--- src/rtl/ebc_pkg.sv ---
package ebc_pkg;
  typedef enum logic [1:0] {
    WD_FIX32   = 2'd0,
    WD_EXT40   = 2'd1,
    WD_SHORT16 = 2'd2,
    WD_RSV     = 2'd3
  } ebc_width_e;

  typedef enum logic [1:0] {
    ST_IDLE = 2'd0,
    ST_ADDR = 2'd1,
    ST_STRB = 2'd2
  } ebc_state_e;
endpackage

--- src/rtl/ebc_bank_decode.sv ---
module ebc_bank_decode #(
  parameter int          ADDR_W   = 32,
  parameter int          BANKS    = 4,
  parameter int          BB_W     = 5,
  parameter logic [31:0] EXT_BASE = 32'h0040_0000
) (
  input  logic [ADDR_W-1:0] addr,
  input  logic [BB_W-1:0]   bank_bits,
  output logic [BANKS-1:0]  sel
);
  logic [ADDR_W-1:0] offset;
  logic [ADDR_W-1:0] idx;
  logic              above;

  always_comb begin
    above  = (addr >= EXT_BASE[ADDR_W-1:0]);
    offset = addr - EXT_BASE[ADDR_W-1:0];
    idx    = offset >> bank_bits;
  end

  for (genvar g = 0; g < BANKS; g++) begin : g_sel
    assign sel[g] = above && (idx == ADDR_W'(g));
  end
endmodule

--- src/rtl/ebc_lane_map.sv ---
module ebc_lane_map
  import ebc_pkg::*;
#(
  parameter int BUS_W = 48,
  parameter int OP_W  = 40
) (
  input  ebc_width_e        width,
  input  logic [OP_W-1:0]   wdata,
  input  logic [BUS_W-1:0]  din,
  output logic [BUS_W-1:0]  dout,
  output logic [OP_W-1:0]   rdata
);
  always_comb begin
    dout  = '0;
    rdata = '0;
    unique case (width)
      WD_EXT40: begin
        dout[47:8]   = wdata[39:0];
        rdata[39:0]  = din[47:8];
      end
      WD_SHORT16: begin
        dout[31:16]  = wdata[15:0];
        rdata[15:0]  = din[31:16];
      end
      default: begin
        dout[47:16]  = wdata[31:0];
        rdata[31:0]  = din[47:16];
      end
    endcase
  end
endmodule

--- src/rtl/ebc_page_track.sv ---
module ebc_page_track #(
  parameter int ADDR_W = 32,
  parameter int PB_W   = 4
) (
  input  logic              clk,
  input  logic              rst_n,
  input  logic [ADDR_W-1:0] addr,
  input  logic [PB_W-1:0]   page_bits,
  input  logic              bank0,
  input  logic              upd,
  output logic              crossing
);
  logic [ADDR_W-1:0] last_q, last_d;
  logic              vld_q, vld_d;
  logic [ADDR_W-1:0] pg;
  logic              en;

  always_comb begin
    pg       = addr >> page_bits;
    crossing = bank0 && (!vld_q || (pg != last_q));
    en       = upd && bank0;
    last_d   = pg;
    vld_d    = 1'b1;
  end

  always_ff @(posedge clk or negedge rst_n) begin
    if (!rst_n) begin
      last_q <= '0;
      vld_q  <= 1'b0;
    end else if (en) begin
      last_q <= last_d;
      vld_q  <= vld_d;
    end
  end
endmodule

--- src/rtl/ebc_seq.sv ---
module ebc_seq
  import ebc_pkg::*;
#(
  parameter int WAIT_W = 4
) (
  input  logic              clk,
  input  logic              rst_n,
  input  logic              start,
  input  logic              cond,
  input  logic              ack,
  input  logic [WAIT_W-1:0] min_wait,
  output logic              in_addr,
  output logic              in_strb,
  output logic              idle,
  output logic              finish,
  output logic              done
);
  ebc_state_e        st_q, st_d;
  logic [WAIT_W-1:0] cnt_q, cnt_d;
  logic              done_d;
  logic              cnt_en;

  always_comb begin
    st_d   = st_q;
    cnt_d  = cnt_q;
    cnt_en = 1'b0;
    finish = 1'b0;
    unique case (st_q)
      ST_IDLE: if (start) st_d = ST_ADDR;
      ST_ADDR: begin
        if (!cond) begin
          finish = 1'b1;
          st_d   = ST_IDLE;
        end else begin
          st_d   = ST_STRB;
          cnt_d  = '0;
          cnt_en = 1'b1;
        end
      end
      ST_STRB: begin
        if ((cnt_q >= min_wait) && ack) begin
          finish = 1'b1;
          st_d   = ST_IDLE;
        end else if (cnt_q != {WAIT_W{1'b1}}) begin
          cnt_d  = cnt_q + 1'b1;
          cnt_en = 1'b1;
        end
      end
      default: st_d = ST_IDLE;
    endcase
    done_d  = finish;
    in_addr = (st_q == ST_ADDR);
    in_strb = (st_q == ST_STRB);
    idle    = (st_q == ST_IDLE);
  end

  always_ff @(posedge clk or negedge rst_n) begin
    if (!rst_n) begin
      st_q <= ST_IDLE;
      done <= 1'b0;
    end else begin
      st_q <= st_d;
      done <= done_d;
    end
  end

  always_ff @(posedge clk or negedge rst_n) begin
    if (!rst_n)      cnt_q <= '0;
    else if (cnt_en) cnt_q <= cnt_d;
  end


  cond_skip_chk: assert property (@(posedge clk) disable iff (!rst_n)
    (in_addr && !cond) |=> (idle && done));

  min_wait_chk: assert property (@(posedge clk) disable iff (!rst_n)
    (in_strb && (cnt_q < min_wait)) |=> in_strb);

  ack_hold_chk: assert property (@(posedge clk) disable iff (!rst_n)
    (in_strb && !ack) |=> in_strb);
endmodule

--- src/rtl/ext_bus_ctrl.sv ---
module ext_bus_ctrl
  import ebc_pkg::*;
#(
  parameter int          ADDR_W   = 32,
  parameter int          BUS_W    = 48,
  parameter int          OP_W     = 40,
  parameter int          BANKS    = 4,
  parameter int          WAIT_W   = 4,
  parameter int          BB_W     = 5,
  parameter int          PB_W     = 4,
  parameter logic [31:0] EXT_BASE = 32'h0040_0000
) (
  input  logic              clk,
  input  logic              rst_n,
  input  logic [BB_W-1:0]   cfg_bank_bits,
  input  logic [PB_W-1:0]   cfg_page_bits,
  input  logic [WAIT_W-1:0] cfg_min_wait,
  input  logic              req_valid,
  output logic              req_ready,
  input  logic              req_write,
  input  logic              req_cond,
  input  logic [1:0]        req_width,
  input  logic [ADDR_W-1:0] req_addr,
  input  logic [OP_W-1:0]   req_wdata,
  output logic              done,
  output logic [OP_W-1:0]   rdata,
  output logic [ADDR_W-1:0] bus_addr,
  output logic [BANKS-1:0]  bus_ms_n,
  output logic              bus_rd_n,
  output logic              bus_wr_n,
  output logic              bus_sw_n,
  output logic              bus_page,
  output logic [BUS_W-1:0]  bus_dout,
  input  logic [BUS_W-1:0]  bus_din,
  input  logic              bus_ack
);
  logic              rs_meta, rs_n;
  logic              accept;
  logic              l_wr, l_cond;
  ebc_width_e        l_width;
  logic [ADDR_W-1:0] l_addr;
  logic [OP_W-1:0]   l_wdata;
  logic              in_addr, in_strb, idle, finish, active;
  logic [BANKS-1:0]  sel;
  logic [BUS_W-1:0]  packed_dout;
  logic [OP_W-1:0]   unpacked_rd, rdata_d;
  logic              crossing;

  // asynchronous assert, synchronous release
  always_ff @(posedge clk or negedge rst_n) begin
    if (!rst_n) begin
      rs_meta <= 1'b0;
      rs_n    <= 1'b0;
    end else begin
      rs_meta <= 1'b1;
      rs_n    <= rs_meta;
    end
  end

  assign accept = req_valid && idle;

  always_ff @(posedge clk or negedge rs_n) begin
    if (!rs_n) begin
      l_wr    <= 1'b0;
      l_cond  <= 1'b0;
      l_width <= WD_FIX32;
      l_addr  <= '0;
      l_wdata <= '0;
    end else if (accept) begin
      l_wr    <= req_write;
      l_cond  <= req_cond;
      l_width <= ebc_width_e'(req_width);
      l_addr  <= req_addr;
      l_wdata <= req_wdata;
    end
  end

  ebc_seq #(.WAIT_W(WAIT_W)) u_seq (
    .clk(clk), .rst_n(rs_n), .start(accept), .cond(l_cond), .ack(bus_ack),
    .min_wait(cfg_min_wait), .in_addr(in_addr), .in_strb(in_strb),
    .idle(idle), .finish(finish), .done(done)
  );

  ebc_bank_decode #(.ADDR_W(ADDR_W), .BANKS(BANKS), .BB_W(BB_W),
                    .EXT_BASE(EXT_BASE)) u_dec (
    .addr(l_addr), .bank_bits(cfg_bank_bits), .sel(sel)
  );

  ebc_lane_map #(.BUS_W(BUS_W), .OP_W(OP_W)) u_lane (
    .width(l_width), .wdata(l_wdata), .din(bus_din),
    .dout(packed_dout), .rdata(unpacked_rd)
  );

  ebc_page_track #(.ADDR_W(ADDR_W), .PB_W(PB_W)) u_page (
    .clk(clk), .rst_n(rs_n), .addr(l_addr), .page_bits(cfg_page_bits),
    .bank0(sel[0]), .upd(finish), .crossing(crossing)
  );

  always_comb begin
    active    = in_addr || in_strb;
    req_ready = idle;
    bus_addr  = active ? l_addr : '0;
    bus_ms_n  = active ? ~sel : {BANKS{1'b1}};
    bus_sw_n  = !(active && l_wr);
    bus_rd_n  = !(in_strb && !l_wr);
    bus_wr_n  = !(in_strb && l_wr);
    bus_dout  = (active && l_wr) ? packed_dout : '0;
    bus_page  = active && crossing;
    rdata_d   = (in_strb && !l_wr) ? unpacked_rd : '0;
  end

  always_ff @(posedge clk or negedge rs_n) begin
    if (!rs_n)       rdata <= '0;
    else if (finish) rdata <= rdata_d;
  end


  ms_onehot_chk: assert property (@(posedge clk) disable iff (!rs_n)
    $onehot0(~bus_ms_n));

  ms_idle_chk: assert property (@(posedge clk) disable iff (!rs_n)
    req_ready |-> (&bus_ms_n));

  wr_needs_sw_chk: assert property (@(posedge clk) disable iff (!rs_n)
    !bus_wr_n |-> !bus_sw_n);

  strobe_excl_chk: assert property (@(posedge clk) disable iff (!rs_n)
    !(!bus_rd_n && !bus_wr_n));

  page_bank0_chk: assert property (@(posedge clk) disable iff (!rs_n)
    bus_page |-> !bus_ms_n[0]);

  done_pulse_chk: assert property (@(posedge clk) disable iff (!rs_n)
    done |=> !done);
endmodule

--- config.mk ---
export PLATFORM = sky130hd
export DESIGN_NAME = ext_bus_ctrl
export DESIGN_NICKNAME = d
export VERILOG_FILES = /design/src/rtl/ebc_pkg.sv /design/src/rtl/ebc_bank_decode.sv /design/src/rtl/ebc_lane_map.sv /design/src/rtl/ebc_page_track.sv /design/src/rtl/ebc_seq.sv /design/src/rtl/ext_bus_ctrl.sv
export SDC_FILE = /design/constraint.sdc
export NUM_CORES = 1
export LEC_CHECK = 0
export ABC_AREA = 1
export BUFFER_PORTS_ARGS = -buffer_cell sky130_fd_sc_hd__buf_2
export CORE_MARGIN = 2
export CORE_UTILIZATION = 30
export CTS_CLUSTER_SIZE = 25
export DETAILED_ROUTE_END_ITERATION = 8
export PLACE_DENSITY_LB_ADDON = 0.25
export SYNTH_ARGS = -nofsm -noshare
export SYNTH_HDL_FRONTEND = slang
export SYNTH_SLANG_ARGS = --single-unit
--- constraint.sdc ---
create_clock -name clk -period 6.01 [get_ports clk]
set_input_delay 0.601 -clock clk [delete_from_list [all_inputs] [get_ports clk]]
set_output_delay 0.601 -clock clk [all_outputs]
set_load 0.005 [all_outputs]
==> results.sh <==
export IMPL_floorplan_die_area_um2=37880
export IMPL_dr_wl_met3_mm=2.571
export IMPL_worst_r2r_cell_count=8
export IMPL_worstHoldPathCells=0
export IMPL_met2WireLength_mm=16.39
export IMPL_layout_commonest_cell="nand2_1"
export IMPL_route_detailed_vias_per_inst=4.913
export IMPL_grt_antenna_before_repair=11
export IMPL_max_slew_margin=0.3388
export IMPL_final_hold_violation_count=0
export IMPL_clk_pin_slew_worst_setup_hold_paths_ns=0.07
export IMPL_most_common_layout_cells="nand2_1 (407), buf_2 (254), nor2_1 (180)"
export IMPL_track_usage=0.1912
export IMPL_cts_sinks=158
export IMPL_detail_route_wirelength_met1_mm=16.42
export IMPL_cts_inserted_buffers=17
export IMPL_min_to="rs_n"
export IMPL_antenna_left=0
export IMPL_total_setup_violations_reported_at_the_end_of_the_flow=0
export IMPL_share_of_synthesized_area_occupied_by_flip_flops_and_latches=0.3626
export IMPL_h_tree_depth=4
export IMPL_num_io_pins=271
export IMPL_synth_distinct_cells=45
export IMPL_detail_route_first_pass_iterations=5
export IMPL_fillerInstances=3930
export IMPL_grt_pass1_wl_mm=57.80
export IMPL_num_vias=11065
export IMPL_synth_cells=1584
export IMPL_drc=0
export IMPL_timing_critical_path_from_type="flip-flop"
export IMPL_post_cts_buffers=0
export IMPL_total_power_w=0.005881
export IMPL_area_growth_pct=18.91
export IMPL_synth_edff_count=0
export IMPL_setup_reg_to_reg_worst_slack_ns=2.38
export IMPL_critPathKind="reg2out"
export IMPL_globalRouteOverflowTotal=0
export IMPL_tns_ns=0
export IMPL_nets=1926
export IMPL_gpl_final_weighted_congestion=0.8522
export IMPL_least_margin_pin_slew_ns=0.9918
export IMPL_worst_hold_path_type="reg2reg"
export IMPL_tritoncts="done"
export IMPL_grt_setup_unrepaired="no"
export IMPL_slew_violations=0
export IMPL_num_rows=69
export IMPL_wl_per_cell_um=16.03
export IMPL_postSynth_topFlopCell="dfrtp_1"
export IMPL_p_per_area_nw_per_um2=453.6
export IMPL_cts_root_buf="clkbuf_16"
export IMPL_synthesis_area_per_instance_um2=6.883
export IMPL_first_global_vias=10696
export IMPL_die_y_um=194.6
export IMPL_synth_async_sr_flop_share=1.000
export IMPL_critical_path_max_fanout=22
export IMPL_cts_buffer_depth=2
export IMPL_dpl_hpwl_mm=26.95
export IMPL_ys_warn_count=0
export IMPL_number_of_synthesized_register_bits=158
export IMPL_power_static_leakage_nw=6.688
export IMPL_run_status="finished clean"
export IMPL_worstSkewPairLatency_ns=0.45
export IMPL_cp_data_arrival_time_ns=3.72
export IMPL_capturing_element_type_of_the_critical_path="primary output"
export IMPL_top_layer_used="met5"
export IMPL_final_period_utilization=0.7186
export IMPL_detail_route_iter0_violations=674
export IMPL_min_from="rs_meta"
export IMPL_grt_start_max_net_pins=83
export IMPL_clock_skew_final_ns=0.01363
export IMPL_regToRegStartpoint="u_seq.st_q[0]"
export IMPL_area_of_the_core_um2=35660
export IMPL_final_min_clock_period_ns=4.319
export IMPL_timing_max_cap_violations=0
export IMPL_buffer_ports_inserted=254
export IMPL_final_layout_size_suffix_gt1_frac=0.2126
export IMPL_mappedNetlistArea_um2=10900
export IMPL_required_arrival_time_at_the_worst_endpoint_ns=5.41
export IMPL_die_width_um=194.6
export IMPL_fmax_mhz=231.6
export IMPL_reg2reg_to="rdata[32]"
export IMPL_vdd_ir_drop_max_v=0.0002345
export IMPL_floorplan_initialDensity=0.3058
export IMPL_wirelength_mm=36.10
report_power, final:
group	internal [W]	leakage [nW]	switching, W
Combinational	0.00112	4.49	0.00181
Clock	0.000591	0.286	0.000503
Sequential	0.00148	1.91	0.000380
Total	0.00318	6.69	0.00270
worst max-delay path, stage by stage (launching register included):
cell and delay, ns:
dfrtp_1 0.38, inv_1 0.07, ha_1 0.91, nand2_1 0.58, nor2_1 0.66, inv_1 0.28, a21oi_1 0.24, buf_2 0.15
how the worst max path moves through the flow:
stage | slack (ns) | end | cells after the start | startpoint
6_report | 1.69 | bus_dout[32] | 7 | u_seq.st_q[0]
5_1_grt | 1.32 | bus_dout[36] | 7 | u_seq.st_q[0]
4_1_cts | 1.61 | bus_dout[32] | 7 | u_seq.st_q[0]
3_5_place_dp | 1.88 | u_page.last_q[29] | 16 | cfg_bank_bits[0]
3_3_place_gp | 1.92 | u_page.last_q[23] | 16 | cfg_bank_bits[0]
2_1_floorplan | 1.28 | l_addr[0] | 0 | rs_n
flip-flops by register name, indices dropped and copies added, names as in the netlist, 2 cells and up:
signal         count
u_seq.st_q         2
l_addr            32
l_wdata           40
rdata             40
u_page.last_q     32
l_width            2
u_seq.cnt_q        4
cell usage after synthesis, types with 10 or more instances:
master / n / share of area
nand2_1: 408 / 0.14
nor2_1: 182 / 0.063
dfrtp_1: 158 / 0.36
nand3_1: 154 / 0.071
o21ai_0: 142 / 0.065
inv_1: 123 / 0.042
a21oi_1: 81 / 0.037
clkbuf_1: 43 / 0.015
mux2_2: 38 / 0.039
buf_1: 22 / 0.0076
a31oi_1: 18 / 0.010
nor3_1: 18 / 0.0083
buf_2: 15 / 0.0069
buf_4: 15 / 0.010
xor2_1: 15 / 0.012
nand3_2: 13 / 0.012
ha_1: 11 / 0.013
nand4_1: 11 / 0.0063
o211ai_1: 11 / 0.0076
o21ai_1: 10 / 0.0046
or2_2: 10 / 0.0057
what timing repair did:
item                      CTS  global route
gates resized for setup     0             0
hold buffers                1             0
hold endpoints to repair    2             0
per-stage QoR:
stage | instances | hold WS (ns) | utilization | setup WS [ns] | cell area [um^2]
after global routing | 2249 | 0.3638 | 0.3634 | 1.318 | 12960
after CTS | 2248 | 0.3600 | 0.3633 | 1.608 | 12950
after global placement | 2215 | 0.3382 | 0.3470 | 1.925 | 12370
after floorplan | 1591 | 0.3054 | - | 1.282 | 10930
final | 2252 | 0.3553 | 0.3636 | 1.691 | 12960
after detailed placement | 2215 | 0.3434 | 0.3470 | 1.882 | 12370
metal layers:
metal,track usage,up-vias
li1,-,5552
met1,0.2476,5124
met2,0.3104,325
met3,0.05674,50
met4,0.05100,14
met5,0,-
area by class of cell:
| type | instances | area, um^2 | area share |
|---|---|---|---|
| multi-input cells | 1197 | 5978 | 0.4611 |
| flip-flops and latches | 158 | 3958 | 0.3053 |
| repair buffers | 267 | 1371 | 0.1058 |
| well taps | 461 | 576.8 | 0.04449 |
| inverters | 133 | 499.2 | 0.03851 |
| clock buffers | 19 | 442.9 | 0.03416 |
| clock inverters | 13 | 128.9 | 0.009940 |
| diodes | 4 | 10.01 | 0.0007721 |
cell families (layout without fill, tap and decap cells):
group | count (synthesis) | count (layout) | share of synthesized area
xor+xnor | 24 | 24 | 0.01928
mux | 44 | 44 | 0.04476
compound gates | 291 | 291 | 0.1469
other cells | 2 | 13 | 0.0006888
fa+ha+maj | 11 | 11 | 0.01262
simple gates | 818 | 818 | 0.3195
flops | 158 | 158 | 0.3626
buf+inv | 236 | 432 | 0.09364
Note: power is estimated with default switching activity, not from simulation.
